### src/rtl/bb_pkg.sv
package bb_pkg;
    localparam int BB_ADDR_W  = 32;
    localparam int BB_DATA_W  = 32;
    localparam int BB_WIN_LSB = 25;
    localparam int BB_IDX_W   = $clog2(BB_DATA_W);

    localparam logic [1:0] SZ_BYTE = 2'd0;
    localparam logic [1:0] SZ_HALF = 2'd1;
    localparam logic [1:0] SZ_WORD = 2'd2;

    typedef enum logic [2:0] {
        ST_IDLE, ST_RD_REQ, ST_RD_WAIT, ST_WR_REQ, ST_WR_WAIT, ST_RESP
    } bb_state_t;

    typedef struct packed {
        logic [BB_ADDR_W-1:0] target;
        logic [BB_IDX_W-1:0]  idx;
        logic [1:0]           size;
        logic                 write;
        logic                 wval;
    } bb_xact_t;

    function automatic logic [BB_ADDR_W-1:0] bb_align(logic [BB_ADDR_W-1:0] a, logic [1:0] sz);
        case (sz)
            SZ_HALF: bb_align = {a[BB_ADDR_W-1:1], 1'b0};
            SZ_WORD: bb_align = {a[BB_ADDR_W-1:2], 2'b00};
            default: bb_align = a;
        endcase
    endfunction

    function automatic logic [BB_IDX_W-1:0] bb_index(logic [BB_IDX_W-1:0] word_sel, logic [1:0] sz);
        case (sz)
            SZ_BYTE: bb_index = word_sel & BB_IDX_W'(7);
            SZ_HALF: bb_index = word_sel & BB_IDX_W'(15);
            default: bb_index = word_sel;
        endcase
    endfunction

    function automatic logic [BB_DATA_W-1:0] bb_lane_mask(logic [1:0] sz);
        case (sz)
            SZ_BYTE: bb_lane_mask = BB_DATA_W'(8'hFF);
            SZ_HALF: bb_lane_mask = BB_DATA_W'(16'hFFFF);
            default: bb_lane_mask = '1;
        endcase
    endfunction
endpackage

### src/rtl/bb_win_decode.sv
module bb_win_decode
    import bb_pkg::*;
#(
    parameter int NUM_WIN = 2,
    parameter logic [NUM_WIN*BB_ADDR_W-1:0] ALIAS_BASES  = {32'h4200_0000, 32'h2200_0000},
    parameter logic [NUM_WIN*BB_ADDR_W-1:0] TARGET_BASES = {32'h4000_0000, 32'h2000_0000}
) (
    input  logic [BB_ADDR_W-1:0] addr,
    input  logic [1:0]           size,
    output logic                 hit,
    output logic [BB_ADDR_W-1:0] target,
    output logic [BB_IDX_W-1:0]  idx
);
    localparam int SEL_W = (NUM_WIN > 1) ? $clog2(NUM_WIN) : 1;

    logic [NUM_WIN-1:0]   match;
    logic [BB_ADDR_W-1:0] tbase [NUM_WIN];
    logic [SEL_W-1:0]     sel;
    logic                 any_match;
    logic [BB_ADDR_W-1:0] raw;
    logic [1:0]           unused_lo;

    for (genvar w = 0; w < NUM_WIN; w++) begin : g_win
        assign match[w] = (addr[BB_ADDR_W-1:BB_WIN_LSB] ==
                           ALIAS_BASES[w*BB_ADDR_W+BB_WIN_LSB +: BB_ADDR_W-BB_WIN_LSB]);
        assign tbase[w] = TARGET_BASES[w*BB_ADDR_W +: BB_ADDR_W];
    end

    always_comb begin
        any_match = 1'b0;
        sel       = '0;
        for (int w = NUM_WIN - 1; w >= 0; w--) begin
            if (match[w]) begin
                any_match = 1'b1;
                sel       = SEL_W'(w);
            end
        end
    end

    assign raw       = tbase[sel] | BB_ADDR_W'(addr[BB_WIN_LSB-1:5]);
    assign target    = bb_align(raw, size);
    assign idx       = bb_index(addr[BB_IDX_W+1:2], size);
    assign hit       = any_match && (size != 2'd3);
    assign unused_lo = addr[1:0];
endmodule

### src/rtl/bb_bit_merge.sv
module bb_bit_merge
    import bb_pkg::*;
(
    input  logic [BB_DATA_W-1:0] rdata,
    input  logic [BB_IDX_W-1:0]  idx,
    input  logic [1:0]           size,
    input  logic                 set_val,
    output logic                 bit_val,
    output logic [BB_DATA_W-1:0] merged
);
    logic [BB_DATA_W-1:0] onehot;

    assign onehot  = BB_DATA_W'(1) << idx;
    assign bit_val = rdata[idx];
    assign merged  = (set_val ? (rdata | onehot) : (rdata & ~onehot)) & bb_lane_mask(size);
endmodule

### src/rtl/bitband_xlate.sv
module bitband_xlate
    import bb_pkg::*;
#(
    parameter int NUM_WIN = 2,
    parameter logic [NUM_WIN*BB_ADDR_W-1:0] ALIAS_BASES  = {32'h4200_0000, 32'h2200_0000},
    parameter logic [NUM_WIN*BB_ADDR_W-1:0] TARGET_BASES = {32'h4000_0000, 32'h2000_0000}
) (
    input  logic                 clk,
    input  logic                 rst,
    input  logic                 s_req_valid,
    output logic                 s_req_ready,
    input  logic [BB_ADDR_W-1:0] s_req_addr,
    input  logic                 s_req_write,
    input  logic [1:0]           s_req_size,
    input  logic [BB_DATA_W-1:0] s_req_wdata,
    output logic                 s_rsp_valid,
    input  logic                 s_rsp_ready,
    output logic [BB_DATA_W-1:0] s_rsp_rdata,
    output logic                 s_rsp_err,
    output logic                 m_req_valid,
    input  logic                 m_req_ready,
    output logic [BB_ADDR_W-1:0] m_req_addr,
    output logic                 m_req_write,
    output logic [1:0]           m_req_size,
    output logic [BB_DATA_W-1:0] m_req_wdata,
    input  logic                 m_rsp_valid,
    output logic                 m_rsp_ready,
    input  logic [BB_DATA_W-1:0] m_rsp_rdata,
    input  logic                 m_rsp_err
);
    bb_state_t            st;
    bb_xact_t             xact;
    logic [BB_DATA_W-1:0] wb_data;
    logic [BB_DATA_W-1:0] rsp_data;
    logic                 rsp_err;

    logic                 dec_hit;
    logic [BB_ADDR_W-1:0] dec_target;
    logic [BB_IDX_W-1:0]  dec_idx;
    logic                 sel_bit;
    logic [BB_DATA_W-1:0] merged;
    logic [BB_DATA_W-2:0] unused_wdata;

    assign unused_wdata = s_req_wdata[BB_DATA_W-1:1];

    bb_win_decode #(
        .NUM_WIN(NUM_WIN), .ALIAS_BASES(ALIAS_BASES), .TARGET_BASES(TARGET_BASES)
    ) dec_i (
        .addr(s_req_addr), .size(s_req_size),
        .hit(dec_hit), .target(dec_target), .idx(dec_idx)
    );

    bb_bit_merge merge_i (
        .rdata(m_rsp_rdata), .idx(xact.idx), .size(xact.size), .set_val(xact.wval),
        .bit_val(sel_bit), .merged(merged)
    );

    always_ff @(posedge clk) begin
        if (rst) begin
            st       <= ST_IDLE;
            xact     <= '0;
            wb_data  <= '0;
            rsp_data <= '0;
            rsp_err  <= 1'b0;
        end else begin
            case (st)
                ST_IDLE: if (s_req_valid) begin
                    xact.target <= dec_target;
                    xact.idx    <= dec_idx;
                    xact.size   <= s_req_size;
                    xact.write  <= s_req_write;
                    xact.wval   <= s_req_wdata[0];
                    if (dec_hit) begin
                        st <= ST_RD_REQ;
                    end else begin
                        rsp_data <= '0;
                        rsp_err  <= 1'b1;
                        st       <= ST_RESP;
                    end
                end
                ST_RD_REQ: if (m_req_ready) st <= ST_RD_WAIT;
                ST_RD_WAIT: if (m_rsp_valid) begin
                    if (m_rsp_err) begin
                        rsp_data <= '0;
                        rsp_err  <= 1'b1;
                        st       <= ST_RESP;
                    end else if (xact.write) begin
                        wb_data <= merged;
                        st      <= ST_WR_REQ;
                    end else begin
                        rsp_data <= BB_DATA_W'(sel_bit);
                        rsp_err  <= 1'b0;
                        st       <= ST_RESP;
                    end
                end
                ST_WR_REQ: if (m_req_ready) st <= ST_WR_WAIT;
                ST_WR_WAIT: if (m_rsp_valid) begin
                    rsp_data <= '0;
                    rsp_err  <= m_rsp_err;
                    st       <= ST_RESP;
                end
                ST_RESP: if (s_rsp_ready) st <= ST_IDLE;
                default: st <= ST_IDLE;
            endcase
        end
    end

    assign s_req_ready = (st == ST_IDLE);
    assign s_rsp_valid = (st == ST_RESP);
    assign s_rsp_rdata = rsp_data;
    assign s_rsp_err   = rsp_err;
    assign m_req_valid = (st == ST_RD_REQ) || (st == ST_WR_REQ);
    assign m_req_write = (st == ST_WR_REQ);
    assign m_req_addr  = xact.target;
    assign m_req_size  = xact.size;
    assign m_req_wdata = (st == ST_WR_REQ) ? wb_data : '0;
    assign m_rsp_ready = (st == ST_RD_WAIT) || (st == ST_WR_WAIT);
endmodule

### config.mk
export PLATFORM = sky130hd
export DESIGN_NAME = bitband_xlate
export DESIGN_NICKNAME = d
export VERILOG_FILES = /design/src/rtl/bb_pkg.sv /design/src/rtl/bb_win_decode.sv /design/src/rtl/bb_bit_merge.sv /design/src/rtl/bitband_xlate.sv
export SDC_FILE = /design/constraint.sdc
export NUM_CORES = 1
export LEC_CHECK = 0
export ABC_CLOCK_PERIOD_IN_PS = 2890
export BUFFER_PORTS_ARGS = -buffer_cell sky130_fd_sc_hd__buf_2
export CAP_MARGIN = 10
export CORE_ASPECT_RATIO = 2
export CORE_MARGIN = 10
export CORE_UTILIZATION = 30
export CTS_BUF_LIST = sky130_fd_sc_hd__clkbuf_8
export DETAILED_ROUTE_END_ITERATION = 7
export PLACE_DENSITY = 0.58
export SYNTH_ARGS = -nofsm -noshare
export SYNTH_HDL_FRONTEND = slang
export SYNTH_SLANG_ARGS = --single-unit
### constraint.sdc
create_clock -name clk -period 2.89 [get_ports clk]
set_input_delay 0.289 -clock clk [delete_from_list [all_inputs] [get_ports clk]]
set_output_delay 0.289 -clock clk [all_outputs]
set_load 0.02 [all_outputs]
==> flow_summary.yaml, run 1 <==
yosys:
  netlist_instances: 525
  synth.yosys.warnings: 0
  netlist_area_um2: 4270
  yosysTopAreaCell: "dfxtp_1"
  synth_edf_count: 0
  synth.ff_latch_count: 68
  synth_seq_area_share: 0.319
  async_flop_share: 0
  synth_most_common_cell: "nand2_1"
  synth-main-ff-cell: "dfxtp_1"
  synth_common_cells: "nand2_1, buf_4, dfxtp_1, nor2_1, and2_1"
  avgSynthCellArea_um2: 8.14
  synth.top_cell.area_share: 0.319
  synthTopCellsByArea: "dfxtp_1, buf_4, mux2i_1"
  ys_types: 52
timing:
  setup_violations: 0
  hold_viol: 0
  tightest_slew_ns: 1.12
  finalMaxSlewViolations: 0
  fin_crit_sh: 0.817
  setup_slack_ns: 0.528
  slew-limit-headroom: 0.249
  rsz0062_at_grt: "false"
  min_period_ns: 2.36
  finalClockSkew_ns: 0.0122
  tns_ns: 0
  fmax_ghz: 0.423
worst_setup_path:
  cp-end-kind: "primary output"
  cp_cell_sequence: "or2b_2 -> nor2_1 -> buf_4 -> and2_1 -> buf_2"
  cpLargestDelayFamily: "simple AND/OR/NAND/NOR gates"
  rr_endpoint: "s_rsp_rdata[0]"
  reg2reg_depth: 5
  worstSetupStartpointType: "flip-flop"
  arrival_ns: 2.07
  required_ns: 2.60
  critPathKind: "reg -> out"
  worst-path-buf-inv: 2
  cp_max_fo: 33
  cpPeakStageDelay_ns: 0.59
  crit_path_top_delay_cell: "dfxtp_1"
  worst-r2r-setup-slack_ns: 0.77
  r2r-start: "xact[5]"
placement:
  post-place-ws_ns: 0.819
  portBuffers: 135
  dp_hpwl_um: 10900
  gp_congestion: 0.854
power_and_ir_drop:
  seqPwrFrac: 0.410
  clock_power_share: 0.304
  ir_worst_vdd_v: 0.000316
  combPwrFrac: 0.287
  switching_share: 0.371
  power.switching_w: 0.00104
  p_int_w: 0.00176
  leakage_nw: 2.20
  power.density_nw_per_um2: 567
drt:
  wire_per_inst_um: 17.2
  drc_errors: 0
  drt_first_pass_iters: 4
  drt_wl_total_um: 14000
  viasPerCell: 4.74
  detail-route-antenna-nets: 0
  drtIter0Drc: 94
  vias: 3855
outcome:
  status: "finished, final reports clean"
floorplan:
  die_area_um2: 19700
  ioPinCount: 210
  die_h_um: 189
  coreArea_um2: 14000
  fp-row-count: 61
  fp.dieW_um: 104
  start_util: 0.306
finish:
  fin_nets: 727
  syn2layout_area_growth_pct: 15.5
  layout-drive-gt1-share: 0.300
  fill_cells: 1515
  seqCellArea_um2: 1360
  multi_input_area_um2: 2350
worst_hold_path:
  hold_path_depth: 3
  min_path_type: "in -> reg"
  hp-start: "s_req_addr[15]"
  whs_endpoint: "m_req_addr[10]"
cts:
  cts_tree: "yes"
  cts_buffer_depth: 2
  insertion_delay_ns: 0.35
  cts_buffers: 9
  clock-root-buffer: "clkbuf_8"
  cts_setup_buffers: 0
  cts_resized: 0
  postCtsHoldBufs: 0
  cts_sinks: 68
  clkTransAtPathRegs_ns: 0.09
  h-tree-depth: 3
grt:
  grt_use_total: 0.137
  grt_antenna_before_repair: 1
  grt_start_max_net_pins: 34
  first_global_vias: 4097
  grt_pass1_wl_um: 21900
  grt_overflow: 0
run:
  maxCapViolCount: 0
-- layout by cell type (no fill, tap or decap), types with 3 or more instances in the layout --
cell type / instances
a211oi_1: 7
a21oi_1: 33
a22oi_1: 8
a2bb2oi_1: 16
a311oi_1: 4
and2_1: 34
buf_2: 135
buf_4: 10
clkbuf_8: 11
conb_1: 41
dfxtp_1: 68
ha_1: 3
inv_1: 6
mux2_2: 9
mux2i_1: 31
mux4_2: 5
nand2_1: 73
nand2b_1: 7
nand3_1: 9
nand3b_1: 5
nand4_1: 3
nor2_1: 56
nor2b_1: 6
nor3_1: 6
o21ai_0: 4
-- area by class of cell --
type / instances / share of cell area
Multi-Input combinational cell: 388 / 0.476
Sequential cell: 68 / 0.276
Timing Repair Buffer: 145 / 0.152
Tap cell: 189 / 0.0479
Clock buffer: 11 / 0.0307
Clock inverter: 5 / 0.0119
Inverter: 6 / 0.00456
Antenna cell: 1 / 0.000507
-- registers in the layout (all words and copies together), names as in the netlist --
name         count
wb_data         32
m_req_addr      22
xact             7
st               3
m_req_size       2
s_rsp_err        1
s_rsp_rdata      1
-- stage by stage --
stage,hold WS [ns],cells,total power (W),utilization,area [um^2]
3_5_place_dp,0.441,796,0.00198,0.338,4720
4_1_cts,0.152,812,0.00284,0.353,4930
3_3_place_gp,0.438,796,0.00195,0.338,4720
2_1_floorplan,0.425,565,0.00182,-,4420
5_1_grt,0.167,813,0.00296,0.353,4930
6_report,0.171,813,0.00280,0.353,4930
-- routing by layer --
layer / global-route usage / wire (um) / share of wire
met1: 0.135 / 5220 / 0.37
met2: 0.252 / 7240 / 0.52
met3: 0.0472 / 1120 / 0.080
met4: 0.0608 / 420 / 0.030
met5: 0 / 0 / 0
-- kinds of logic (layout without fill, tap and decap cells) --
kind of cell	Yosys count	count (layout)	share of synthesized area
simple gates	214	214	0.246
buf+inv	109	167	0.166
compound gates	83	83	0.132
flops	68	68	0.319
mux	45	45	0.123
fa+ha+maj	3	3	0.00879
xor+xnor	2	2	0.00410
other cells	1	42	0.000878
-- power by group through the flow --
stage	clock, W	combinational [W]	sequential, W
floorplan	0	0.000744	0.00108
global placement	0	0.000798	0.00116
detailed placement	0	0.000810	0.00117
CTS	0.000879	0.000813	0.00114
global route	0.000903	0.000889	0.00116
finish	0.000850	0.000803	0.00115
-- worst min-delay path, cell delays in order --
cell     delay [ns]
buf_2          0.10
nand2_1        0.04
a21oi_1        0.05
-- worst max path at each step --
stage	slack, ns	start	cells past startpoint	end
3_3_place_gp	0.82	xact[5]	5	s_rsp_rdata[0]
5_1_grt	0.30	st[1]	5	m_req_wdata[14]
4_1_cts	0.48	st[1]	5	m_req_wdata[31]
6_report	0.53	st[1]	5	m_req_wdata[31]
3_5_place_dp	0.82	xact[5]	5	s_rsp_rdata[0]
2_1_floorplan	1.04	st[1]	5	m_req_wdata[22]
Power figures use the tool's default switching activity.
==> run 2, diff against run 1 <==
ABC_AREA = 1   (was default)
ABC_CLOCK_PERIOD_IN_PS = 2240   (was 2890)
clock period = 2.24 ns   (was 2.89 ns; I/O delays follow)
==> run 2 against run 1 <==
  * Synthesized area up 0.41%
  * Power up 59%
  * Worst setup slack worse by 0.15 ns
  * Cell count up 19%
  * Critical path depth up 1
  * Synthesized cell count up 28%
  * First-iteration DRC count up 44%
  * Sequential power up 35%
  * Wire length up 3.9%
  * Utilization up 0.42 points
  * Die area up 0.35%
  * Hold slack worse by 0.079 ns
  * Largest cell class unchanged
  * Largest power group is now combinational logic
==> flow_summary.yaml, run 2 <==
power_and_ir_drop:
  leakage_nw: 2.34
  ir_worst_vdd_v: 0.000420
  power.density_nw_per_um2: 891
cts:
  cts_sinks: 68
  clock-root-buffer: "clkbuf_8"
  h-tree-depth: 3
  clkTransAtPathRegs_ns: 0.07
  cts_buffers: 9
  cts_buffer_depth: 2
  cts_setup_buffers: 0
  postCtsHoldBufs: 0
  cts_resized: 0
  cts_tree: "yes"
  insertion_delay_ns: 0.35
worst_setup_path:
  cp_max_fo: 20
  required_ns: 2.02
  cp-end-kind: "primary output"
  worstSetupStartpointType: "flip-flop"
  worstSetupStartpoint: "st[0]"
  critPathKind: "reg -> out"
  r2r-start: "xact[4]"
  arrival_ns: 1.64
yosys:
  synth-main-ff-cell: "dfxtp_1"
  avgSynthCellArea_um2: 6.40
  ys_types: 36
  yosysTopAreaCell: "dfxtp_1"
  synth.yosys.warnings: 0
  synthTopCellsByArea: "dfxtp_1, nand2_1, buf_4"
  synth_common_cells: "nand2_1, nor2_1, dfxtp_1, buf_4, o21ai_0"
  async_flop_share: 0
  synth.top_cell.area_share: 0.317
  netlist_area_um2: 4290
  synth_most_common_cell: "nand2_1"
  synth_edf_count: 0
  synth.ff_latch_count: 68
  netlist_instances: 670
  synth_seq_area_share: 0.317
floorplan:
  start_util: 0.307
  fp-row-count: 61
  die_h_um: 189
  coreArea_um2: 14000
  fp.dieW_um: 105
  die_area_um2: 19800
  ioPinCount: 210
finish:
  fin_nets: 880
  layout-drive-gt1-share: 0.235
  largest-register: "wb_data"
  final_cell_mix: "nand2_1, buf_2, nor2_1, dfxtp_1, o21ai_0"
  utilization: 0.358
  final_common_cell: "nand2_1"
  syn2layout_area_growth_pct: 16.4
  largest_reg_flops: 32
drt:
  viasPerCell: 4.50
  detail-route-antenna-nets: 0
  drtIter0Drc: 135
  wl_met3_um: 1260
  vias: 4348
  drt_wl_total_um: 14600
  wire_per_inst_um: 15.1
  drc_errors: 0
  drt_first_pass_iters: 5
  route.met2.wl_um: 7820
  m1WireLength_um: 4980
  top_layer: "met5"
timing:
  fmax_ghz: 0.538
  fin_crit_sh: 0.830
  setup_slack_ns: 0.380
  tns_ns: 0
  setup_violations: 0
  tightest_slew_ns: 0.700
  min_period_ns: 1.86
  hold_viol: 0
  finalMaxSlewViolations: 0
  rsz0062_at_grt: "false"
  finalClockSkew_ns: 0.00685
  slew-limit-headroom: 0.533
  whs_ns: 0.0919
grt:
  grt_pass1_wl_um: 23200
  grt_overflow: 0
  grt_antenna_before_repair: 4
  grt_start_max_net_pins: 37
  first_global_vias: 4616
  grt_use_total: 0.145
placement:
  post-place-ws_ns: 0.485
  portBuffers: 135
  dp_hpwl_um: 11700
  gp_congestion: 0.948
worst_hold_path:
  hp-start: "s_req_write"
  min_path_type: "in -> reg"
outcome:
  status: "finished, final reports clean"
run:
  maxCapViolCount: 0
run 2: path summary, 6_finish.rpt:
path,endpoint,slack (ns),depth (start not counted)
min reg2reg,s_rsp_err,0.45,2
max reg2reg,wb_data[29],0.43,6
max,m_req_wdata[20],0.38,6
min,xact[1],0.09,3
run 2: cells by family (layout without fill, tap and decap cells):
kind of cell	after synthesis	count (layout)	synth area share
adder cells (fa/ha/maj)	3	3	0.00875
flip-flops	68	68	0.317
AO/OA/AOI/OAI	139	139	0.173
other	1	44	0.000874
AND/OR/NAND/NOR	291	291	0.284
buffers and inverters	168	232	0.216
run 2: power by group:
group | leakage, nW | internal, W | switching (W)
clock network | 0.102 | 0.000557 | 0.000471
logic | 1.68 | 0.000551 | 0.00132
registers | 0.555 | 0.00141 | 0.000142
run 2: stage by stage:
| step | total power [W] | area (um^2) | instances |
|---|---|---|---|
| floorplan | 0.00309 | 4440 | 710 |
| global placement | 0.00344 | 4800 | 949 |
| detailed placement | 0.00346 | 4800 | 949 |
| CTS | 0.00451 | 4990 | 963 |
| global route | 0.00480 | 4990 | 965 |
| finish | 0.00445 | 4990 | 966 |
run 2: critical path, stage by stage, from the launching register on:
cell and delay (ns):
dfxtp_1 0.33, inv_1 0.10, nor2_1 0.13, nand2_1 0.18, buf_4 0.26, nor2_1 0.11
buf_2 0.17
run 2: cell type report:
cell class	instances	area, um^2
Fill cell	1578	8970
Multi-Input combinational cell	474	2150
Sequential cell	68	1360
Timing Repair Buffer	151	796
Inverter	67	251
Tap cell	189	236
Clock buffer	11	151
Clock inverter	3	38.8
Antenna cell	3	7.51
run 2: layer usage:
| metal | vias up | track usage |
|---|---|---|
| met5 | - | 0 |
| met2 | 163 | 0.273 |
| met3 | 30 | 0.0531 |
| met1 | 1918 | 0.131 |
| li1 | 2233 | - |
| met4 | 4 | 0.0737 |
